### config.mk
export PLATFORM = sky130hd
export DESIGN_NAME = spi_sync_host
export DESIGN_NICKNAME = d
export VERILOG_FILES = /design/src/rtl/spi_sync_pkg.sv /design/src/rtl/spi_hw_frame.sv /design/src/rtl/spi_sync_seq.sv /design/src/rtl/spi_sync_host.sv
export SDC_FILE = /design/constraint.sdc
export NUM_CORES = 1
export LEC_CHECK = 0
export BUFFER_PORTS_ARGS = -buffer_cell sky130_fd_sc_hd__buf_4
export CELL_PAD_IN_SITES_DETAIL_PLACEMENT = 2
export CELL_PAD_IN_SITES_GLOBAL_PLACEMENT = 2
export CORE_MARGIN = 1
export CORE_UTILIZATION = 42
export CTS_CLUSTER_DIAMETER = 80
export DETAILED_ROUTE_END_ITERATION = 10
export PLACE_DENSITY_LB_ADDON = 0.1
export SLEW_MARGIN = 20
export SYNTH_ARGS = -nofsm -noshare
export SYNTH_HDL_FRONTEND = slang
export SYNTH_SLANG_ARGS = --single-unit
### constraint.sdc
create_clock -name clk_i -period 5.9 [get_ports clk_i]
set_clock_uncertainty 0.05 [all_clocks]
set_input_delay 0.59 -clock clk_i [delete_from_list [all_inputs] [get_ports clk_i]]
set_output_delay 0.59 -clock clk_i [all_outputs]
set_load 0.05 [all_outputs]
### src/rtl/spi_sync_pkg.sv
package spi_sync_pkg;
  localparam int HW_W     = 16;
  localparam int SYNC_LEN = 8;
  localparam int ACK_LEN  = 2;
  localparam int IDX_W    = $clog2(SYNC_LEN);

  typedef logic [HW_W-1:0]  hw_t;
  typedef logic [IDX_W-1:0] idx_t;

  localparam hw_t FILL_WORD = 16'hFFFF;

  typedef enum logic [1:0] {MD_SYNC, MD_READ, MD_PUSH} mode_e;

  function automatic hw_t sync_word(input idx_t i);
    case (i)
      idx_t'(0): return 16'h434E;
      idx_t'(1): return 16'h5953;
      default:   return FILL_WORD;
    endcase
  endfunction

  function automatic hw_t ack_word(input idx_t i);
    return (i == idx_t'(0)) ? 16'hDCBA : 16'hABCD;
  endfunction

  function automatic hw_t byte_swap(input hw_t w);
    return {w[7:0], w[15:8]};
  endfunction
endpackage

### src/rtl/spi_hw_frame.sv
module spi_hw_frame
  import spi_sync_pkg::*;
#(
  parameter int CLK_DIV   = 4,
  parameter int SETUP_PER = 2,
  parameter int GAP_PER   = 2
) (
  input  logic clk_i,
  input  logic rst_ni,
  input  logic go_i,
  input  hw_t  data_i,
  output logic done_o,
  output hw_t  rx_o,
  output logic sclk_o,
  output logic cs_no,
  output logic mosi_o,
  input  logic miso_i
);
  localparam int HALF      = CLK_DIV / 2;
  localparam int SETUP_CYC = SETUP_PER * CLK_DIV;
  localparam int GAP_CYC   = GAP_PER * CLK_DIV;
  localparam int CNT_MAX   = (SETUP_CYC > GAP_CYC) ? SETUP_CYC : GAP_CYC;
  localparam int CW        = $clog2(CNT_MAX + 1);
  localparam int PW        = $clog2(CLK_DIV);
  localparam int BW        = $clog2(HW_W);

  typedef enum logic [1:0] {F_IDLE, F_SETUP, F_SHIFT, F_GAP} fst_e;

  fst_e            st_q;
  logic [CW-1:0]   cnt_q;
  logic [PW-1:0]   ph_q;
  logic [BW-1:0]   bit_q;
  hw_t             tx_q, rx_q;
  logic            sclk_q, cs_q, done_q;

  always_ff @(posedge clk_i or negedge rst_ni) begin
    if (!rst_ni) begin
      st_q   <= F_IDLE;
      cnt_q  <= '0;
      ph_q   <= '0;
      bit_q  <= '0;
      tx_q   <= '1;
      rx_q   <= '0;
      sclk_q <= 1'b0;
      cs_q   <= 1'b1;
      done_q <= 1'b0;
    end else begin
      done_q <= 1'b0;
      unique case (st_q)
        F_IDLE: if (go_i) begin
          cs_q  <= 1'b0;
          tx_q  <= data_i;
          cnt_q <= CW'(SETUP_CYC - 1);
          st_q  <= F_SETUP;
        end
        F_SETUP: begin
          if (cnt_q == '0) begin
            ph_q  <= '0;
            bit_q <= '0;
            st_q  <= F_SHIFT;
          end else begin
            cnt_q <= cnt_q - 1'b1;
          end
        end
        F_SHIFT: begin
          ph_q <= ph_q + 1'b1;
          // rising edge: slave samples MOSI, master captures MISO
          if (ph_q == PW'(HALF - 1)) begin
            sclk_q <= 1'b1;
            rx_q   <= {rx_q[HW_W-2:0], miso_i};
          end
          // falling edge: advance MOSI
          if (ph_q == PW'(CLK_DIV - 1)) begin
            sclk_q <= 1'b0;
            ph_q   <= '0;
            if (bit_q == BW'(HW_W - 1)) begin
              cs_q  <= 1'b1;
              cnt_q <= CW'(GAP_CYC - 1);
              st_q  <= F_GAP;
            end else begin
              tx_q  <= {tx_q[HW_W-2:0], 1'b1};
              bit_q <= bit_q + 1'b1;
            end
          end
        end
        F_GAP: begin
          if (cnt_q == '0) begin
            st_q   <= F_IDLE;
            done_q <= 1'b1;
          end else begin
            cnt_q <= cnt_q - 1'b1;
          end
        end
        default: st_q <= F_IDLE;
      endcase
    end
  end

  assign done_o = done_q;
  assign rx_o   = rx_q;
  assign sclk_o = sclk_q;
  assign cs_no  = cs_q;
  assign mosi_o = tx_q[HW_W-1];
endmodule

### src/rtl/spi_sync_seq.sv
module spi_sync_seq
  import spi_sync_pkg::*;
#(
  parameter bit SWAP_BYTES = 1'b1,
  parameter int TO_W       = 16
) (
  input  logic            clk_i,
  input  logic            rst_ni,
  input  logic            start_i,
  input  logic            push_i,
  input  hw_t             push_data_i,
  input  logic [TO_W-1:0] timeout_limit_i,
  input  logic            irq_ni,
  output logic            frm_go_o,
  output hw_t             frm_data_o,
  input  logic            frm_done_i,
  input  hw_t             frm_rx_i,
  output logic            busy_o,
  output logic            done_o,
  output logic            err_o,
  output logic            timeout_o
);
  typedef enum logic [1:0] {Q_IDLE, Q_SEND, Q_WAITF, Q_IRQ} qst_e;

  qst_e            st_q;
  mode_e           md_q;
  idx_t            idx_q;
  logic [TO_W-1:0] to_q;
  hw_t             push_q;
  logic            miss_q;
  logic [1:0]      irq_q;
  logic            done_q, err_q, to_flag_q;
  hw_t             raw_word;
  logic            mism;

  always_comb begin
    unique case (md_q)
      MD_SYNC: raw_word = sync_word(idx_q);
      MD_PUSH: raw_word = push_q;
      default: raw_word = FILL_WORD;
    endcase
  end

  generate
    if (SWAP_BYTES) begin : g_swap
      assign frm_data_o = byte_swap(raw_word);
    end else begin : g_noswap
      assign frm_data_o = raw_word;
    end
  endgenerate

  assign mism = (frm_rx_i != ack_word(idx_q));

  always_ff @(posedge clk_i or negedge rst_ni) begin
    if (!rst_ni) begin
      st_q      <= Q_IDLE;
      md_q      <= MD_SYNC;
      idx_q     <= '0;
      to_q      <= '0;
      push_q    <= '0;
      miss_q    <= 1'b0;
      irq_q     <= 2'b11;
      done_q    <= 1'b0;
      err_q     <= 1'b0;
      to_flag_q <= 1'b0;
    end else begin
      irq_q <= {irq_q[0], irq_ni};
      unique case (st_q)
        Q_IDLE: begin
          if (start_i) begin
            done_q    <= 1'b0;
            err_q     <= 1'b0;
            to_flag_q <= 1'b0;
            miss_q    <= 1'b0;
            md_q      <= MD_SYNC;
            idx_q     <= '0;
            st_q      <= Q_SEND;
          end else if (push_i) begin
            push_q <= push_data_i;
            md_q   <= MD_PUSH;
            st_q   <= Q_SEND;
          end
        end
        Q_SEND: st_q <= Q_WAITF;
        Q_WAITF: if (frm_done_i) begin
          unique case (md_q)
            MD_SYNC: begin
              if (idx_q == idx_t'(SYNC_LEN - 1)) begin
                to_q <= '0;
                st_q <= Q_IRQ;
              end else begin
                idx_q <= idx_q + 1'b1;
                st_q  <= Q_SEND;
              end
            end
            MD_READ: begin
              if (idx_q == idx_t'(ACK_LEN - 1)) begin
                if (miss_q || mism) err_q  <= 1'b1;
                else                done_q <= 1'b1;
                st_q <= Q_IDLE;
              end else begin
                miss_q <= mism;
                idx_q  <= idx_q + 1'b1;
                st_q   <= Q_SEND;
              end
            end
            default: st_q <= Q_IDLE;
          endcase
        end
        Q_IRQ: begin
          if (!irq_q[1]) begin
            md_q  <= MD_READ;
            idx_q <= '0;
            st_q  <= Q_SEND;
          end else if (to_q == timeout_limit_i) begin
            to_flag_q <= 1'b1;
            st_q      <= Q_IDLE;
          end else begin
            to_q <= to_q + 1'b1;
          end
        end
        default: st_q <= Q_IDLE;
      endcase
    end
  end

  assign frm_go_o  = (st_q == Q_SEND);
  assign busy_o    = (st_q != Q_IDLE);
  assign done_o    = done_q;
  assign err_o     = err_q;
  assign timeout_o = to_flag_q;
endmodule

### src/rtl/spi_sync_host.sv
module spi_sync_host
  import spi_sync_pkg::*;
#(
  parameter int CLK_DIV    = 4,
  parameter int SETUP_PER  = 2,
  parameter int GAP_PER    = 2,
  parameter bit SWAP_BYTES = 1'b1,
  parameter int TO_W       = 16
) (
  input  logic            clk_i,
  input  logic            rst_ni,
  input  logic            start_i,
  input  logic            push_i,
  input  logic [15:0]     push_data_i,
  input  logic [TO_W-1:0] timeout_limit_i,
  output logic            busy_o,
  output logic            done_o,
  output logic            err_o,
  output logic            timeout_o,
  output logic            sclk_o,
  output logic            cs_no,
  output logic            mosi_o,
  input  logic            miso_i,
  input  logic            host_irq_ni
);
  logic frm_go, frm_done;
  hw_t  frm_data, frm_rx;

  spi_sync_seq #(
    .SWAP_BYTES (SWAP_BYTES),
    .TO_W       (TO_W)
  ) u_seq (
    .clk_i           (clk_i),
    .rst_ni          (rst_ni),
    .start_i         (start_i),
    .push_i          (push_i),
    .push_data_i     (push_data_i),
    .timeout_limit_i (timeout_limit_i),
    .irq_ni          (host_irq_ni),
    .frm_go_o        (frm_go),
    .frm_data_o      (frm_data),
    .frm_done_i      (frm_done),
    .frm_rx_i        (frm_rx),
    .busy_o          (busy_o),
    .done_o          (done_o),
    .err_o           (err_o),
    .timeout_o       (timeout_o)
  );

  spi_hw_frame #(
    .CLK_DIV   (CLK_DIV),
    .SETUP_PER (SETUP_PER),
    .GAP_PER   (GAP_PER)
  ) u_frame (
    .clk_i  (clk_i),
    .rst_ni (rst_ni),
    .go_i   (frm_go),
    .data_i (frm_data),
    .done_o (frm_done),
    .rx_o   (frm_rx),
    .sclk_o (sclk_o),
    .cs_no  (cs_no),
    .mosi_o (mosi_o),
    .miso_i (miso_i)
  );
endmodule

* Word level (Yosys, flattened, before mapping)
Cells that the tools add are included.
Operators by class: equality and inequality tests 40, bitwise operators 1, add/sub/neg operators 5, reduce and logical (&&, ||, !) cells 32, mux-type cells 76
Operator list (count):
- $mux W16 | 8
- $pmux W16 S2 | 4
- $mux W2 | 15
- $mux W4 | 7
- $mux W1 | 22
- $ne A2 B1 Y1 const B | 11
- $reduce_and A4 Y1 | 5
- $ne A2 B2 Y1 const B | 9
- $reduce_and A6 Y1 | 3
- $add A16 B1 Y16 const B | 1
- $eq A16 B16 Y1 | 1
- $ne A16 B16 Y1 | 1
- $pmux W2 S4 | 2
- $mux W15 | 1
- $mux W3 | 5
- $reduce_bool A2 Y1 | 7
- $eq A2 B2 Y1 const B | 6
- $ne A3 B3 Y1 const B | 4
- $pmux W2 S2 | 3
- $pmux W4 S3 | 1
- $pmux W1 S2 | 5
- $reduce_and A5 Y1 | 2
- $pmux W3 S3 | 1
- $reduce_and A3 Y1 | 3
- 20 further kinds | 27
Storage, ports and cells: word-level logic and storage cells 173, bits in registers 92

* Depth between registers and ports, before layout
Gate-level depths: netlist of the first run.
depth after elaboration 9, depth in mapped cells 8, gate-level depth less buffers 7

* Cells and area by module
Synthesis of the first run repeated with hierarchy kept, for this count alone.
Unflattened totals: cells, all modules 474, area total of the unflattened synthesis 4810.9 um^2
By module, submodules not included:
- spi_sync_seq | cells each 270, area each 2638.8 um^2, instances 1
- spi_hw_frame | cells each 204, area each 2172.1 um^2, instances 1

* Least setup slack after synthesis of the first run
Ideal clock, no wire load.
path type flip-flop to flip-flop, start register u_seq.st_q[1], end register u_seq.push_q[0], stages on the path, launching flop included 8, data required time 5.725 ns, setup time 0.125 ns, slack 3.624 ns, arrival time 2.101 ns, path through dfrtp_1 -> inv_1 -> ha_1 -> inv_1 -> nor2_1 -> nand2_1 -> clkbuf_1 -> mux2_2
On the way: word-level cells in the longest chain between the ends 2
Ends and longest elaborated chain:
- from (decl) | RTL line spi_sync_seq.sv:25 | qst_e st_q;
- from (signal assigned) | RTL line spi_sync_seq.sv:56 | st_q <= Q_IDLE;
- from (signal assigned) | RTL line spi_sync_seq.sv:77 | st_q <= Q_SEND;
- from (signal assigned) | RTL line spi_sync_seq.sv:81 | st_q <= Q_SEND;
- $logic_not A2 Y1 | RTL line spi_sync_seq.sv:68 | unique case (st_q)
- $reduce_and A3 Y1 (no source line)
- to (signal assigned) | RTL line spi_sync_seq.sv:79 | push_q <= push_data_i;
- to (decl) | RTL line spi_sync_seq.sv:29 | hw_t push_q;
Every way passes these cells. A chain may end at the register's enable or synchronous reset.

* Worst setup path after layout of the first run
start register u_frame.st_q[0], end register u_frame.tx_q[2]
On the way: word-level cells in the longest chain between the ends 3, elaborated cells between the ends (all ways) 8
Ends and longest elaborated chain:
- from (decl) | RTL line spi_hw_frame.sv:29 | fst_e st_q;
- from (signal assigned) | RTL line spi_hw_frame.sv:38 | st_q <= F_IDLE;
- from (signal assigned) | RTL line spi_hw_frame.sv:54 | st_q <= F_SETUP;
- from (signal assigned) | RTL line spi_hw_frame.sv:60 | st_q <= F_SHIFT;
- $eq A2 B2 Y1 or $logic_not A2 Y1 (tied branches) | RTL line spi_hw_frame.sv:49 | unique case (st_q)
- $ne A2 B2 Y1 (no source line), or another cell as far along
- $reduce_and A4 Y1 (no source line)
- to (signal assigned) | RTL line spi_hw_frame.sv:52 | tx_q <= data_i;
- to (signal assigned) | RTL line spi_hw_frame.sv:81 | tx_q <= {tx_q[HW_W-2:0], 1'b1};
- to (decl) | RTL line spi_hw_frame.sv:33 | hw_t tx_q, rx_q;
Parallel ways exist; a longest one is shown, timed or not.

==> flow_metrics.tcl, run 1 <==
set metrics [dict create \
    placed_area_mm2 0.005236 \
    clockBufferDepth 2 \
    drive_gt1_share_pct 23.09 \
    drtPass1Iterations 4 \
    ys_seq_area_share_pct 48.69 \
    drv_slew 0 \
    grt_pass1_vias 4265 \
    synth-simple-area-share_pct 17.57 \
    cap_violations 0 \
    worst_pin_slew_ns 0.9977 \
    power_leakage_nw 2.373 \
    min_period_ns 3.258 \
    status "completed" \
    dieHeight_um 108.7 \
    rsz0062_at_grt "false" \
    core_area_mm2 0.01098 \
    portBuffers 44 \
    critPathMaxFanout 32 \
    max-vdd-ir-drop_mv 0.1333 \
    start_kind "register" \
    synth_compound_area_share_pct 14.77 \
    viasPerCell 5.820 \
    setup_viol 0 \
    finalNonFillerCells 651 \
    start_util_pct 43.50 \
    wl_mm 13.21 \
    die_area_mm2 0.01180 \
    setup_tns_ns 0 \
    rows 38 \
    fin_crit_sh_pct 55.22 \
    required_ns 6.09 \
    ys_ff_latch 92 \
    crit_path_end_kind "register" \
    design_area_mm2 0.005535 \
    hold_path_class "input port to async pin" \
    postRouteAntennaNets 0 \
    clock.fmax_mhz 307.0 \
    arrival_ns 3.45 \
    drc_errors 0 \
    synthCells 464 \
    postCtsSetupBuffers 0 \
    synth_nets 519 \
    hpwl_mm 9.421 \
    dp.cells 635 \
    post_drt_wl_per_cell_um 20.29 \
    netlist_area_mm2 0.004777 \
    antennaDiodeCount 0 \
    clk_pin_slew_worst_paths_ns 0.06 \
    setup.worst_path.class "register to register" \
    area_delta_synth_final_pct 15.87 \
    dieWidth_um 108.7 \
    grt_overflow 0 \
    insertion_delay_ns 0.35 \
    clockRootBuffer "clkbuf_16" \
    cts_buffers 9 \
    power_density_mw_per_mm2 232.4 \
    ctsHoldBuffers 0 \
    hold_violations 0 \
    numClockSinks 92 \
    track_usage_pct 24.48 \
    synthFlopType "dfrtp_1" \
    cts_resized 0 \
    ioPinCount 45 \
    grt_pass1_wl_mm 21.76 \
    gp_congestion 0.7804 \
    relSlewSlack_pct 32.78 \
    synth-adder-area-share_pct 4.453 \
    tritoncts "built" \
    drtIter0Drc 171 \
    yosysWarnings 0 \
    synthMuxAreaShare_pct 8.800 \
    syn_avg_cell_area_um2 10.30 \
    synth_edf_count 0 \
    final_nets 561 \
    final_core_util_pct 50.40 \
    synth_top_family_by_area "simple AND/OR/NAND/NOR gates" \
    total_power_w 0.001286 \
    ctsHtreeMaxLevel 3 \
    vias 3789 \
    synth_xor_area_share_pct 2.933 \
    antenna_found_initial 0 \
    synth_cell_types 54 \
    synthArstFlopShare_pct 100.0 \
    grt_max_degree 49 \
]
==> worst paths after layout <==
| path | cells after the start | slack [ns] | from | to |
|---|---|---|---|---|
| min | 1 | 0.19 | rst_ni | u_frame.rx_o[9] |
| max in group asynchronous | 2 | 4.55 | rst_ni | u_frame.bit_q[2] |
| min reg2reg | 0 | 0.30 | u_seq.irq_q[0] | u_seq.irq_q[1] |
| max reg2reg | 7 | 2.64 | u_frame.st_q[0] | u_frame.tx_q[2] |
| max | 7 | 2.64 | u_frame.st_q[0] | u_frame.tx_q[2] |
| min in group clk_i | 0 | 0.30 | u_seq.irq_q[0] | u_seq.irq_q[1] |
==> synth_stat cells (6+ instances only) <==
cell / instances / area share (%)
clkbuf_1: 11 / 0.86
ha_1: 17 / 4.5
o31ai_1: 20 / 3.1
dfrtp_1: 73 / 38
dfstp_2: 19 / 10
nand4_1: 10 / 1.3
nand2_1: 44 / 3.5
nand2b_1: 6 / 0.79
a21oi_1: 36 / 3.8
mux2_2: 32 / 7.5
or3_1: 9 / 1.2
or4_1: 8 / 1.3
mux2i_1: 6 / 1.3
xor2_1: 16 / 2.9
inv_1: 18 / 1.4
o21ai_0: 27 / 2.8
nand3_1: 11 / 1.2
nor2_1: 33 / 2.6
==> where the power goes <==
group | switching, W | internal (W) | leakage, nW
registers | 0.00000701 | 0.000641 | 1.06
clock network | 0.000240 | 0.000352 | 0.147
logic | 0.0000224 | 0.0000249 | 1.17
==> sequential cells by signal, summed over array words and instances, names as in the netlist, 3 cells and up <==
register and flops:
u_frame.tx_q 16, u_seq.push_q 16, u_frame.bit_q 4, u_seq.to_q 16, u_frame.cnt_q 4, u_frame.rx_o 16
u_seq.idx_q 3
==> through the flow <==
| step | setup slack, ns | hold WS, ns |
|---|---|---|
| finish | 2.642 | 0.1890 |
| global route | 2.246 | 0.2378 |
| detailed placement | 2.688 | 0.2973 |
| CTS | 2.593 | 0.2231 |
| global placement | 2.937 | 0.2960 |
| floorplan | 3.624 | 0.2444 |
==> layout by cell type (no fill, tap or decap), types with 4 or more instances in the layout <==
cell and count:
nor3_1 4, dfstp_2 19, mux2_2 32, a21o_1 4
nand3_1 11, nor4_1 5, dfrtp_1 73, or3_1 9
o21ai_0 27, mux2i_1 6, a21oi_1 36, buf_4 46
nor2b_1 5, o31ai_1 20, clkbuf_16 9, o22ai_1 4
xor2_1 16, ha_1 17, inv_1 18, nor2_1 33
or4_1 8, nand4_1 10, nand2b_1 6, nand2_1 44
==> worst max-delay path, stage by stage (launching register included) <==
cell,delay [ns]
dfrtp_1,0.42
inv_1,0.12
ha_1,0.45
clkinv_1,0.57
a21oi_1,0.51
a21o_1,0.73
nand2_1,0.16
o31ai_1,0.13
==> cell families after synthesis <==
logic type	count (synthesis)
adders and majority gates	17
xor gates and xnor gates	16
DFF	92
muxes	38
and+or+nand+nor	157
buffers and inverters	34
AOI/OAI and AO/OA	110
==> routing by layer <==
layer	wire (µm)	global-route usage [%]
met1	5942	30.59
met5	0	0
met3	344	3.228
met4	362	11.49
met2	6562	41.91
==> area by class of cell <==
type | instances | area [µm²]
fill | 1150 | 5448
sequential | 92 | 2326
multi-input combinational | 338 | 2318
timing repair buffer | 46 | 345.3
clock buffer | 14 | 264.0
tap | 140 | 175.2
inverter | 19 | 71.32
clock inverter | 2 | 35.03
Note: power is estimated with default switching activity, not from simulation.
==> run 2, diff against run 1 <==
CORE_UTILIZATION = 35   (was 42)
clock period = 2.6 ns   (was 5.9 ns; I/O delays follow)
==> run 2 against run 1 <==
Against the previous run: sequential share of layout area fell by 1.3 points; utilization shrank 7.4 points; first-iteration DRC count decreased by 39%; register-to-register slack got worse by 2.4 ns; sequential power rose by 130%; cell count up 7.7%; cell area grew 3.2%; hold slack got worse by 0.11 ns; maximum frequency up 38%.
==> flow_metrics.tcl, run 2 (synthesis gave the netlist of run 1 again) <==
set metrics [dict create \
    antennaDiodeCount 0 \
    track_usage_pct 20.20 \
    postRouteAntennaNets 0 \
    ctsHtreeMaxLevel 3 \
    post_drt_wl_per_cell_um 18.64 \
    status "completed" \
    grt_max_degree 60 \
    drv_slew 0 \
    rows 42 \
    mostFrequentLayoutCell "dfrtp_1" \
    whs_endpoint "u_seq.push_q[3]" \
    ctsHoldBuffers 2 \
    grt_pass1_wl_mm 22.39 \
    hold_violations 0 \
    power_leakage_nw 2.445 \
    rsz0062_at_grt "false" \
    worstHoldPathCells 2 \
    start_util_pct 35.93 \
    setup_viol 0 \
    slowest_stage "dfrtp_1" \
    viasPerCell 5.475 \
    area_delta_synth_final_pct 19.54 \
    crit_family "simple AND/OR/NAND/NOR gates" \
    mostFrequentLayoutCells "dfrtp_1 (73), buf_4 (57), nand2_1 (44), a21oi_1 (36), nor2_1 (33)" \
    total_power_w 0.002972 \
    arrival_ns 2.61 \
    dieHeight_um 118.8 \
    gr-usage-met3_pct 2.969 \
    worst_pin_slew_ns 0.6695 \
    cts_resized 0 \
    grt_overflow 0 \
    cts_buffers 9 \
    regToRegEndpoint "u_seq.to_q[12]" \
    dieWidth_um 118.8 \
    wl_mm 13.07 \
    r2r-start "u_seq.st_q[1]" \
    critPathMaxFanout 10 \
    numClockSinks 92 \
    grt_pass1_vias 4252 \
    setup.worst_path.class "register to register" \
    power_density_mw_per_mm2 520.5 \
    drive_gt1_share_pct 25.33 \
    tritoncts "built" \
    cap_violations 0 \
    die_area_mm2 0.01412 \
    reg2reg_slack_ns 0.24 \
    final_nets 575 \
    drtPass1Iterations 4 \
    ioPinCount 45 \
    clockRootBuffer "clkbuf_16" \
    clk_pin_slew_worst_paths_ns 0.07 \
    min_period_ns 2.365 \
    ff2ff_path_depth 6 \
    core_area_mm2 0.01330 \
    clockBufferDepth 2 \
    portBuffers 44 \
    hold_path_class "input port to register" \
    max-vdd-ir-drop_mv 0.2804 \
    insertion_delay_ns 0.35 \
    critPathBufInv 0 \
    gp_congestion 0.7507 \
    hpwl_mm 9.234 \
    busiest_layer "met2" \
    fin_crit_sh_pct 90.95 \
    required_ns 2.84 \
    min_from "push_data_i[3]" \
    grt_use_met2_pct 34.90 \
    path_cells "ha_1 -> nor2b_1 -> a211o_4 -> or3_1 -> or4_1 -> nand2_1" \
    vias 3838 \
    setup_tns_ns 0 \
    crit_path_end_kind "register" \
    start_kind "register" \
    hold_ws_ns 0.08261 \
    clock.fmax_mhz 422.9 \
    fillers 1409 \
    met1_usage_pct 25.76 \
    final_core_util_pct 42.95 \
    postCtsSetupBuffers 0 \
    drc_errors 0 \
    antenna_found_initial 0 \
    drtIter0Drc 104 \
    relSlewSlack_pct 55.28 \
    critPathMaxStageDelay_ns 0.43 \
]
run 2: cell types whose count changed in the layout (fill, tap and decap cells not counted):
cell,delta
dlygate4sd3_1,+2
inv_6,+4
clkinvlp_4,+1
clkbuf_8,-2
clkbuf_1,-3
buf_4,+11
clkinv_4,+1
buf_12,+1
clkinv_2,-1
run 2: metal layers:
metal  share of wire, %  vias to the layer above
met4                1.3                        0
met2                 50                       36
met1                 46                     1990
li1                   -                     1802
met5                  0                        -
met3                1.9                       10
run 2: per-stage QoR:
stage | std cells | instance area, µm² | setup slack, ns
2_1_floorplan | 464 | 4777 | 0.3241
3_3_place_gp | 683 | 5384 | 0.3286
3_5_place_dp | 683 | 5384 | 0.2493
4_1_cts | 701 | 5710 | 0.2303
5_1_grt | 701 | 5710 | 0.1223
6_report | 701 | 5710 | 0.2353
run 2: worst register-to-register path, stage by stage, from the launching register on:
cell	delay, ns
dfrtp_1	0.43
ha_1	0.32
nor2b_1	0.24
a211o_4	0.37
or3_1	0.40
or4_1	0.42
nand2_1	0.08
run 2: worst max-delay path by stage:
stage / from / endpoint / cells past startpoint
global placement: u_seq.st_q[1] / u_seq.to_q[12] / 6
floorplan: u_seq.st_q[1] / u_seq.push_q[0] / 7
detailed placement: u_seq.st_q[1] / u_seq.to_q[12] / 6
finish: u_seq.st_q[1] / u_seq.to_q[12] / 6
CTS: u_seq.st_q[1] / u_seq.to_q[12] / 6
global route: u_seq.idx_q[0] / u_seq.to_q[12] / 7
run 2: layout make-up:
class                   instances  area, µm²  area share (%)
inverters                      19      71.32           1.249
clock buffers                   9      225.2           3.944
clock inverters                 7      81.33           1.424
flip-flops and latches         92       2326           40.73
well taps                     176      220.2           3.856
multi-input cells             338       2318           40.60
repair buffers                 60      467.9           8.195
run 2: report_power, final:
| part | leakage [nW] | internal, W | switching [W] | total (W) |
|---|---|---|---|---|
| registers | 1.06 | 0.00145 | 0.0000164 | 0.00147 |
| logic | 1.24 | 0.0000607 | 0.0000521 | 0.000113 |
| clock network | 0.147 | 0.000762 | 0.000628 | 0.00139 |
